**src/rtl/synth_cfg_pkg.sv**
```systemverilog
package synth_cfg_pkg;
  localparam int ADDR_W   = 7;
  localparam int DATA_W   = 8;
  localparam int NUM_REGS = 4;

  // strobes from the bus control to the register datapath
  typedef struct packed {
    logic              stageWr;  // a complete write pair was received
    logic              commit;   // frame closed while awake
    logic              flush;    // sleep: drop staged values
    logic [ADDR_W-1:0] addr;
    logic [DATA_W-1:0] data;
  } cfgStrobe_t;
endpackage

```
**src/rtl/synth_cfg_sync.sv**
```systemverilog
module synth_cfg_sync #(
  parameter int WIDTH = 3,
  parameter int STAGES = 2,
  parameter logic [WIDTH-1:0] RESET_VAL = '0
) (
  input  logic             clk,
  input  logic             rst_n,
  input  logic [WIDTH-1:0] asyncIn,
  output logic [WIDTH-1:0] syncOut
);
  logic [WIDTH-1:0] pipe [STAGES];

  for (genvar g = 0; g < STAGES; g++) begin : g_stage
    always_ff @(posedge clk or negedge rst_n) begin
      if (!rst_n) pipe[g] <= RESET_VAL;
      else if (g == 0) pipe[g] <= asyncIn;
      else pipe[g] <= pipe[(g == 0) ? 0 : g-1];
    end
  end

  assign syncOut = pipe[STAGES-1];
endmodule

```
**src/rtl/synth_cfg_ctrl.sv**
```systemverilog
module synth_cfg_ctrl
  import synth_cfg_pkg::*;
(
  input  logic              clk,
  input  logic              rst_n,
  input  logic              runEn,
  input  logic              sckS,
  input  logic              csNS,
  input  logic              mosiS,
  input  logic [DATA_W-1:0] rdData,
  output logic [ADDR_W-1:0] lookAddr,
  output cfgStrobe_t        strobe,
  output logic              misoBit,
  output logic              misoOe
);
  localparam int CNT_W = $clog2(DATA_W);
  localparam logic [CNT_W-1:0] LAST_BIT = CNT_W'(DATA_W-1);

  logic              sckPrev, csPrev;
  logic              sckRise, sckFall, csRise, csActive;
  logic [CNT_W-1:0]  bitCnt;
  logic              inValue;
  logic              rwReg;
  logic [ADDR_W-1:0] addrReg;
  logic [DATA_W-2:0] shReg;
  logic [DATA_W-1:0] shNew;
  logic [DATA_W-1:0] txReg;
  logic              stageWrQ;
  logic [ADDR_W-1:0] stageAddrQ;
  logic [DATA_W-1:0] stageDataQ;

  assign sckRise  = sckS & ~sckPrev;
  assign sckFall  = ~sckS & sckPrev;
  assign csRise   = csNS & ~csPrev;
  assign csActive = ~csNS & runEn;
  assign shNew    = {shReg, mosiS};
  assign lookAddr = shNew[ADDR_W-1:0];

  always_ff @(posedge clk or negedge rst_n) begin
    if (!rst_n) begin
      sckPrev <= 1'b0;
      csPrev  <= 1'b1;
    end else begin
      sckPrev <= sckS;
      csPrev  <= csNS;
    end
  end

  always_ff @(posedge clk or negedge rst_n) begin
    if (!rst_n) begin
      bitCnt     <= '0;
      inValue    <= 1'b0;
      rwReg      <= 1'b0;
      addrReg    <= '0;
      shReg      <= '0;
      txReg      <= '0;
      misoBit    <= 1'b0;
      stageWrQ   <= 1'b0;
      stageAddrQ <= '0;
      stageDataQ <= '0;
    end else if (!csActive) begin
      bitCnt   <= '0;
      inValue  <= 1'b0;
      rwReg    <= 1'b0;
      txReg    <= '0;
      misoBit  <= 1'b0;
      stageWrQ <= 1'b0;
    end else begin
      stageWrQ <= 1'b0;
      if (sckRise) begin
        shReg  <= shNew[DATA_W-2:0];
        bitCnt <= bitCnt + 1'b1;
        if (bitCnt == LAST_BIT) begin
          inValue <= ~inValue;
          if (!inValue) begin
            addrReg <= shNew[ADDR_W-1:0];
            rwReg   <= shNew[DATA_W-1];
            txReg   <= shNew[DATA_W-1] ? rdData : '0;
          end else if (!rwReg) begin
            stageWrQ   <= 1'b1;
            stageAddrQ <= addrReg;
            stageDataQ <= shNew;
          end
        end
      end else if (sckFall) begin
        misoBit <= txReg[DATA_W-1];
        txReg   <= {txReg[DATA_W-2:0], 1'b0};
      end
    end
  end

  always_comb begin
    strobe.stageWr = stageWrQ;
    strobe.commit  = csRise & runEn;
    strobe.flush   = ~runEn;
    strobe.addr    = stageAddrQ;
    strobe.data    = stageDataQ;
  end

  assign misoOe = csActive;

  AST_IDLE_CLEARS_COUNT: assert property (@(posedge clk) disable iff (!rst_n)
    !csActive |=> (bitCnt == '0));
  AST_WRITE_MISO_LOW: assert property (@(posedge clk) disable iff (!rst_n)
    (csActive && inValue && !rwReg) |-> !misoBit);
  AST_NO_STAGE_ASLEEP: assert property (@(posedge clk) disable iff (!rst_n)
    !runEn |=> !stageWrQ);
endmodule

```
**src/rtl/synth_cfg_regs.sv**
```systemverilog
module synth_cfg_regs
  import synth_cfg_pkg::*;
#(
  parameter int FB_W  = 10,
  parameter int REF_W = 6,
  parameter int CTL_W = 4
) (
  input  logic              clk,
  input  logic              rst_n,
  input  cfgStrobe_t        strobeIn,
  input  logic [ADDR_W-1:0] lookAddr,
  output logic [DATA_W-1:0] rdData,
  output logic [FB_W-1:0]   fbDiv,
  output logic [REF_W-1:0]  refDiv,
  output logic              squelchOff,
  output logic              calMode,
  output logic [1:0]        outCurrent,
  output logic              calStart
);
  localparam int FB_HI_W = FB_W - DATA_W;
  localparam int IDX_W   = $clog2(NUM_REGS);
  localparam int A_FB_LO = 0;
  localparam int A_FB_HI = 1;
  localparam int A_REF   = 2;
  localparam int A_CTL   = 3;
  localparam int CAL_MODE_BIT = 2;
  localparam int SQUELCH_BIT  = 3;

  function automatic logic [DATA_W-1:0] regMask(input int idx);
    case (idx)
      A_FB_LO: regMask = '1;
      A_FB_HI: regMask = DATA_W'((1 << FB_HI_W) - 1);
      A_REF:   regMask = DATA_W'((1 << REF_W) - 1);
      default: regMask = DATA_W'((1 << CTL_W) - 1);
    endcase
  endfunction

  logic [NUM_REGS-1:0][DATA_W-1:0] liveReg;
  logic [NUM_REGS-1:0][DATA_W-1:0] stagedReg;
  logic [NUM_REGS-1:0]             pend;
  logic                            wrHit;
  logic [IDX_W-1:0]                wrIdx;
  logic                            modeAfter;

  assign wrHit = strobeIn.stageWr && (strobeIn.addr < ADDR_W'(NUM_REGS));
  assign wrIdx = strobeIn.addr[IDX_W-1:0];
  assign modeAfter = pend[A_CTL] ? stagedReg[A_CTL][CAL_MODE_BIT]
                                 : liveReg[A_CTL][CAL_MODE_BIT];

  for (genvar r = 0; r < NUM_REGS; r++) begin : g_reg
    always_ff @(posedge clk or negedge rst_n) begin
      if (!rst_n) begin
        liveReg[r]   <= '0;
        stagedReg[r] <= '0;
        pend[r]      <= 1'b0;
      end else if (strobeIn.flush) begin
        pend[r] <= 1'b0;
      end else if (strobeIn.commit) begin
        if (pend[r]) liveReg[r] <= stagedReg[r];
        pend[r] <= 1'b0;
      end else if (wrHit && wrIdx == IDX_W'(r)) begin
        stagedReg[r] <= strobeIn.data & regMask(r);
        pend[r]      <= 1'b1;
      end
    end
  end

  always_ff @(posedge clk or negedge rst_n) begin
    if (!rst_n) calStart <= 1'b0;
    else calStart <= !strobeIn.flush && strobeIn.commit &&
                     (pend[A_FB_LO] || (pend[A_REF] && modeAfter));
  end

  always_comb begin
    if (lookAddr < ADDR_W'(NUM_REGS)) rdData = liveReg[lookAddr[IDX_W-1:0]];
    else rdData = '0;
  end

  assign fbDiv      = {liveReg[A_FB_HI][FB_HI_W-1:0], liveReg[A_FB_LO]};
  assign refDiv     = liveReg[A_REF][REF_W-1:0];
  assign squelchOff = liveReg[A_CTL][SQUELCH_BIT];
  assign calMode    = liveReg[A_CTL][CAL_MODE_BIT];
  assign outCurrent = liveReg[A_CTL][1:0];

  AST_CAL_ONE_CYCLE: assert property (@(posedge clk) disable iff (!rst_n)
    calStart |=> !calStart);
  AST_CAL_NEEDS_COMMIT: assert property (@(posedge clk) disable iff (!rst_n)
    calStart |-> $past(strobeIn.commit));
  AST_LIVE_HELD_OPEN: assert property (@(posedge clk) disable iff (!rst_n)
    !strobeIn.commit |=> $stable(liveReg));
  AST_SLEEP_NO_CAL: assert property (@(posedge clk) disable iff (!rst_n)
    strobeIn.flush |=> !calStart);
endmodule

```
**src/rtl/synth_cfg_spi.sv**
```systemverilog
module synth_cfg_spi
  import synth_cfg_pkg::*;
#(
  parameter int FB_W  = 10,
  parameter int REF_W = 6,
  parameter int CTL_W = 4,
  parameter int SYNC_STAGES = 2
) (
  input  logic             clk,
  input  logic             rst_n,
  input  logic             runEn,
  input  logic             spiSck,
  input  logic             spiCsN,
  input  logic             spiMosi,
  output logic             spiMisoOut,
  output logic             spiMisoOe,
  output logic [FB_W-1:0]  fbDiv,
  output logic [REF_W-1:0] refDiv,
  output logic             squelchOff,
  output logic             calMode,
  output logic [1:0]       outCurrent,
  output logic             calStart
);
  logic [2:0]        pinsS;
  cfgStrobe_t        strobe;
  logic [ADDR_W-1:0] lookAddr;
  logic [DATA_W-1:0] rdData;

  synth_cfg_sync #(.WIDTH(3), .STAGES(SYNC_STAGES), .RESET_VAL(3'b010)) u_sync (
    .clk(clk), .rst_n(rst_n),
    .asyncIn({spiMosi, spiCsN, spiSck}),
    .syncOut(pinsS)
  );

  synth_cfg_ctrl u_ctrl (
    .clk(clk), .rst_n(rst_n), .runEn(runEn),
    .sckS(pinsS[0]), .csNS(pinsS[1]), .mosiS(pinsS[2]),
    .rdData(rdData), .lookAddr(lookAddr), .strobe(strobe),
    .misoBit(spiMisoOut), .misoOe(spiMisoOe)
  );

  synth_cfg_regs #(.FB_W(FB_W), .REF_W(REF_W), .CTL_W(CTL_W)) u_regs (
    .clk(clk), .rst_n(rst_n), .strobeIn(strobe), .lookAddr(lookAddr),
    .rdData(rdData), .fbDiv(fbDiv), .refDiv(refDiv),
    .squelchOff(squelchOff), .calMode(calMode), .outCurrent(outCurrent),
    .calStart(calStart)
  );
endmodule

```
**config.mk**
```make
export PLATFORM = sky130hd
export DESIGN_NAME = synth_cfg_spi
export DESIGN_NICKNAME = d
export VERILOG_FILES = /design/src/rtl/synth_cfg_pkg.sv /design/src/rtl/synth_cfg_sync.sv /design/src/rtl/synth_cfg_ctrl.sv /design/src/rtl/synth_cfg_regs.sv /design/src/rtl/synth_cfg_spi.sv
export SDC_FILE = /design/constraint.sdc
export NUM_CORES = 1
export LEC_CHECK = 0
export BUFFER_PORTS_ARGS = -buffer_cell sky130_fd_sc_hd__buf_2
export CAP_MARGIN = 40
export CELL_PAD_IN_SITES_DETAIL_PLACEMENT = 0
export CELL_PAD_IN_SITES_GLOBAL_PLACEMENT = 1
export CORE_AREA = 8 8 114 90
export DETAILED_ROUTE_END_ITERATION = 6
export DIE_AREA = 0 0 122 98
export PLACE_DENSITY_LB_ADDON = 0.15
export SKIP_LAST_GASP = 1
export SLEW_MARGIN = 20
export SYNTH_ARGS = -nofsm -noshare
export SYNTH_HDL_FRONTEND = slang
export SYNTH_SLANG_ARGS = --single-unit
```
**constraint.sdc**
```tcl
create_clock -name clk -period 4.4 [get_ports clk]
set_input_delay 0.44 -clock clk [delete_from_list [all_inputs] [get_ports clk]]
set_output_delay 0.44 -clock clk [all_outputs]
set_load 0.01 [all_outputs]
```
==> results.sh <==
export IMPL_final_nets=317
export IMPL_ys_seq_area_share_pct=61.57
export IMPL_place_area_um2=4213
export IMPL_synth_most_common_cell="dfrtp_1"
export IMPL_fin_cells=423
export IMPL_place_gp_congestion=0.6976
export IMPL_wirelength_um=7686
export IMPL_yosys_area_top_type="dfrtp_1"
export IMPL_hp_class="in2async"
export IMPL_setup_viol=0
export IMPL_rsz0062_at_grt="no"
export IMPL_end_kind="register"
export IMPL_cts_setup_buffers=0
export IMPL_synth_edff_count=0
export IMPL_cts_tree="yes"
export IMPL_ys_top_cells_by_count="dfrtp_1, mux2_2, nor2_1"
export IMPL_antenna_cells=0
export IMPL_clock_skew_ns=0.01320
export IMPL_p_seq_share_pct=55.8
export IMPL_syn_area_um2=3949
export IMPL_grt_max_degree=65
export IMPL_start_util_pct=45.94
export IMPL_first_iter_violations=150
export IMPL_drv_slew=0
export IMPL_run_status="complete, no violations"
export IMPL_finalHoldViolations=0
export IMPL_layout_drive_gt1_share_pct=40.84
export IMPL_syn_to_final_growth_pct=13.24
export IMPL_swShare_pct=22.53
export IMPL_worstSetupPathType="reg2reg"
export IMPL_die_area_um2=11960
export IMPL_p_clk_share_pct=40.1
export IMPL_multi_input_area_um2=1446
export IMPL_cts_num_sinks=97
export IMPL_ctsResizeCount=0
export IMPL_grtUsageTotal_pct=13.62
export IMPL_critPathLaunchType="register"
export IMPL_remaining_drc_errors=0
export IMPL_synth_distinct_cells=36
export IMPL_worstReg2RegEnd="u_ctrl.addrReg[5]"
export IMPL_required_ns=4.63
export IMPL_finalCriticalPeriod_ns=2.256
export IMPL_dpl_cell_count=407
export IMPL_total_power_mw=1.703
export IMPL_vias=2238
export IMPL_yosysTopAreaCellShare_pct=59.57
export IMPL_overflow=0
export IMPL_clkTransAtPathRegs_ns=0.10
export IMPL_ant_nets=0
export IMPL_async_flop_share_pct=100.0
export IMPL_core_um2=8596
export IMPL_synth_area_leaders="dfrtp_1, mux2_2, mux2i_1"
export IMPL_synth_seq_cells=97
export IMPL_finalSetupTns_ns=0
export IMPL_grt_pass1_vias=2255
export IMPL_stdcell_area_um2=4472
export IMPL_synth_warning_count=0
export IMPL_rows=30
export IMPL_max_freq_ghz=0.4432
export IMPL_internal_power_mw=1.319
export IMPL_port_buffers=28
export IMPL_maxCapViolations=0
export IMPL_drt_wirelength_per_cell_um=18.17
export IMPL_period_share_pct=51.28
export IMPL_holdBufCountCts=0
export IMPL_syn_avg_cell_area_um2=14.57
export IMPL_place_ws_ns=2.169
export IMPL_cp_max_fo=10
export IMPL_worst_hold_slack_ns=0.008374
export IMPL_p_switching_mw=0.3837
export IMPL_leakagePower_nw=2.238
export IMPL_n_fill_cell=763
export IMPL_maxSlewHeadroom_pct=47.76
export IMPL_ir_drop_mv=0.1745
export IMPL_final_core_util_pct=52.02
export IMPL_reg2reg_from="u_ctrl.sckPrev"
export IMPL_grt_pass1_wl_um=12560
export IMPL_dieWidth_um=122
export IMPL_pin_count=29
export IMPL_layout_setup_ws_ns=2.144
export IMPL_synthCells=271
export IMPL_antenna_found_initial=0
export IMPL_htreeDepth=3
export IMPL_drt_vias_per_instance=5.291
export IMPL_clock_path_buffers=2
export IMPL_cts_buffers_inserted=9
export IMPL_p_comb_share_pct=4.0
export IMPL_dp_hpwl_um=5244
export IMPL_clk_latency_ns=0.35
export IMPL_regArea_um2=2431
export IMPL_dominantRegCellSynth="dfrtp_1"
export IMPL_syn_nets=281
export IMPL_arrival_ns=2.49
export IMPL_power_density_nw_per_um2=380.9
export IMPL_root_buffer="clkbuf_8"
export IMPL_die_h_um=98
export IMPL_rr_worst_depth=5
export IMPL_reg2reg_slack_ns=2.14
export IMPL_tightest_slew_ns=0.7777
export IMPL_drt_pass1_iterations=4
[area by class of cell]
| class | count | area share, % |
|---|---|---|
| Clock inverter | 6 | 2.574 |
| Clock buffer | 9 | 2.770 |
| Tap cell | 112 | 3.134 |
| Timing Repair Buffer | 31 | 3.973 |
| Sequential cell | 97 | 54.36 |
| Inverter | 10 | 0.8394 |
| Multi-Input combinational cell | 158 | 32.34 |
[power groups by stage]
stage / Clock [mW] / Combinational, mW / Sequential [mW]
after floorplan: 0 / 0.0458 / 0.948
after CTS: 0.703 / 0.0690 / 0.952
after global placement: 0 / 0.0677 / 0.968
after detailed placement: 0 / 0.0689 / 0.969
final: 0.684 / 0.0688 / 0.951
after global routing: 0.737 / 0.0791 / 0.955
[per-layer routing]
layer,GRT usage (%),up-vias,share of wire (%),wire [µm]
met1,20.28,1166,52,4002
met2,18.58,28,43,3334
met3,3.806,6,3.7,288
met4,3.974,0,0.79,61
met5,0,-,0,0
li1,-,1038,-,-
[critical path, stage by stage (launching register included)]
cell and delay (ns):
dfrtp_1 0.39, inv_1 0.06, ha_1 0.40, nand2_1 0.25
nor3_2 0.61, mux2_2 0.42
[cell usage in the layout (no fill, tap or decap), types with 5 or more instances in the layout]
| cell type | instances |
|---|---|
| nor3_1 | 5 |
| mux2i_1 | 9 |
| o21ai_0 | 6 |
| buf_2 | 27 |
| dfrtp_1 | 94 |
| inv_1 | 10 |
| clkbuf_8 | 9 |
| nor2_1 | 12 |
| mux2_2 | 67 |
| nand2_1 | 10 |
| a21oi_1 | 6 |
[kinds of logic after synthesis]
logic type               after synthesis  synth area share, %
XOR/XNOR                               2               0.4437
adder cells (fa/ha/maj)                4                1.267
AO/OA/AOI/OAI                         25                4.088
AND/OR/NAND/NOR                       49                8.302
flip-flops                            97                61.57
buffers and inverters                 16                1.806
multiplexers                          78                22.53
[worst max path at each step]
| stage | start | endpoint | slack (ns) |
|---|---|---|---|
| floorplan | u_ctrl.sckPrev | u_ctrl.stageDataQ[0] | 2.52 |
| global placement | u_ctrl.sckPrev | u_ctrl.stageDataQ[3] | 1.96 |
| detailed placement | u_ctrl.sckPrev | u_ctrl.txReg[5] | 2.17 |
| CTS | u_ctrl.sckPrev | u_ctrl.addrReg[5] | 2.14 |
| global route | u_ctrl.sckPrev | u_ctrl.stageDataQ[0] | 1.99 |
| finish | u_ctrl.sckPrev | u_ctrl.addrReg[5] | 2.14 |
[registers in the layout, summed over array words and instances (netlist names), 2 cells and up]
register and cells:
u_ctrl.stageAddrQ 7, u_regs.refDiv 6, u_regs.fbDiv 10, u_ctrl.stageDataQ 8
u_sync.pipe 3, u_ctrl.shReg 7, u_ctrl.addrReg 7, u_regs.outCurrent 2
u_regs.pend 4, u_ctrl.txReg 8, u_sync.syncOut 3, u_regs.stagedReg 20
u_ctrl.bitCnt 3
(Power assumes the default switching activity.)
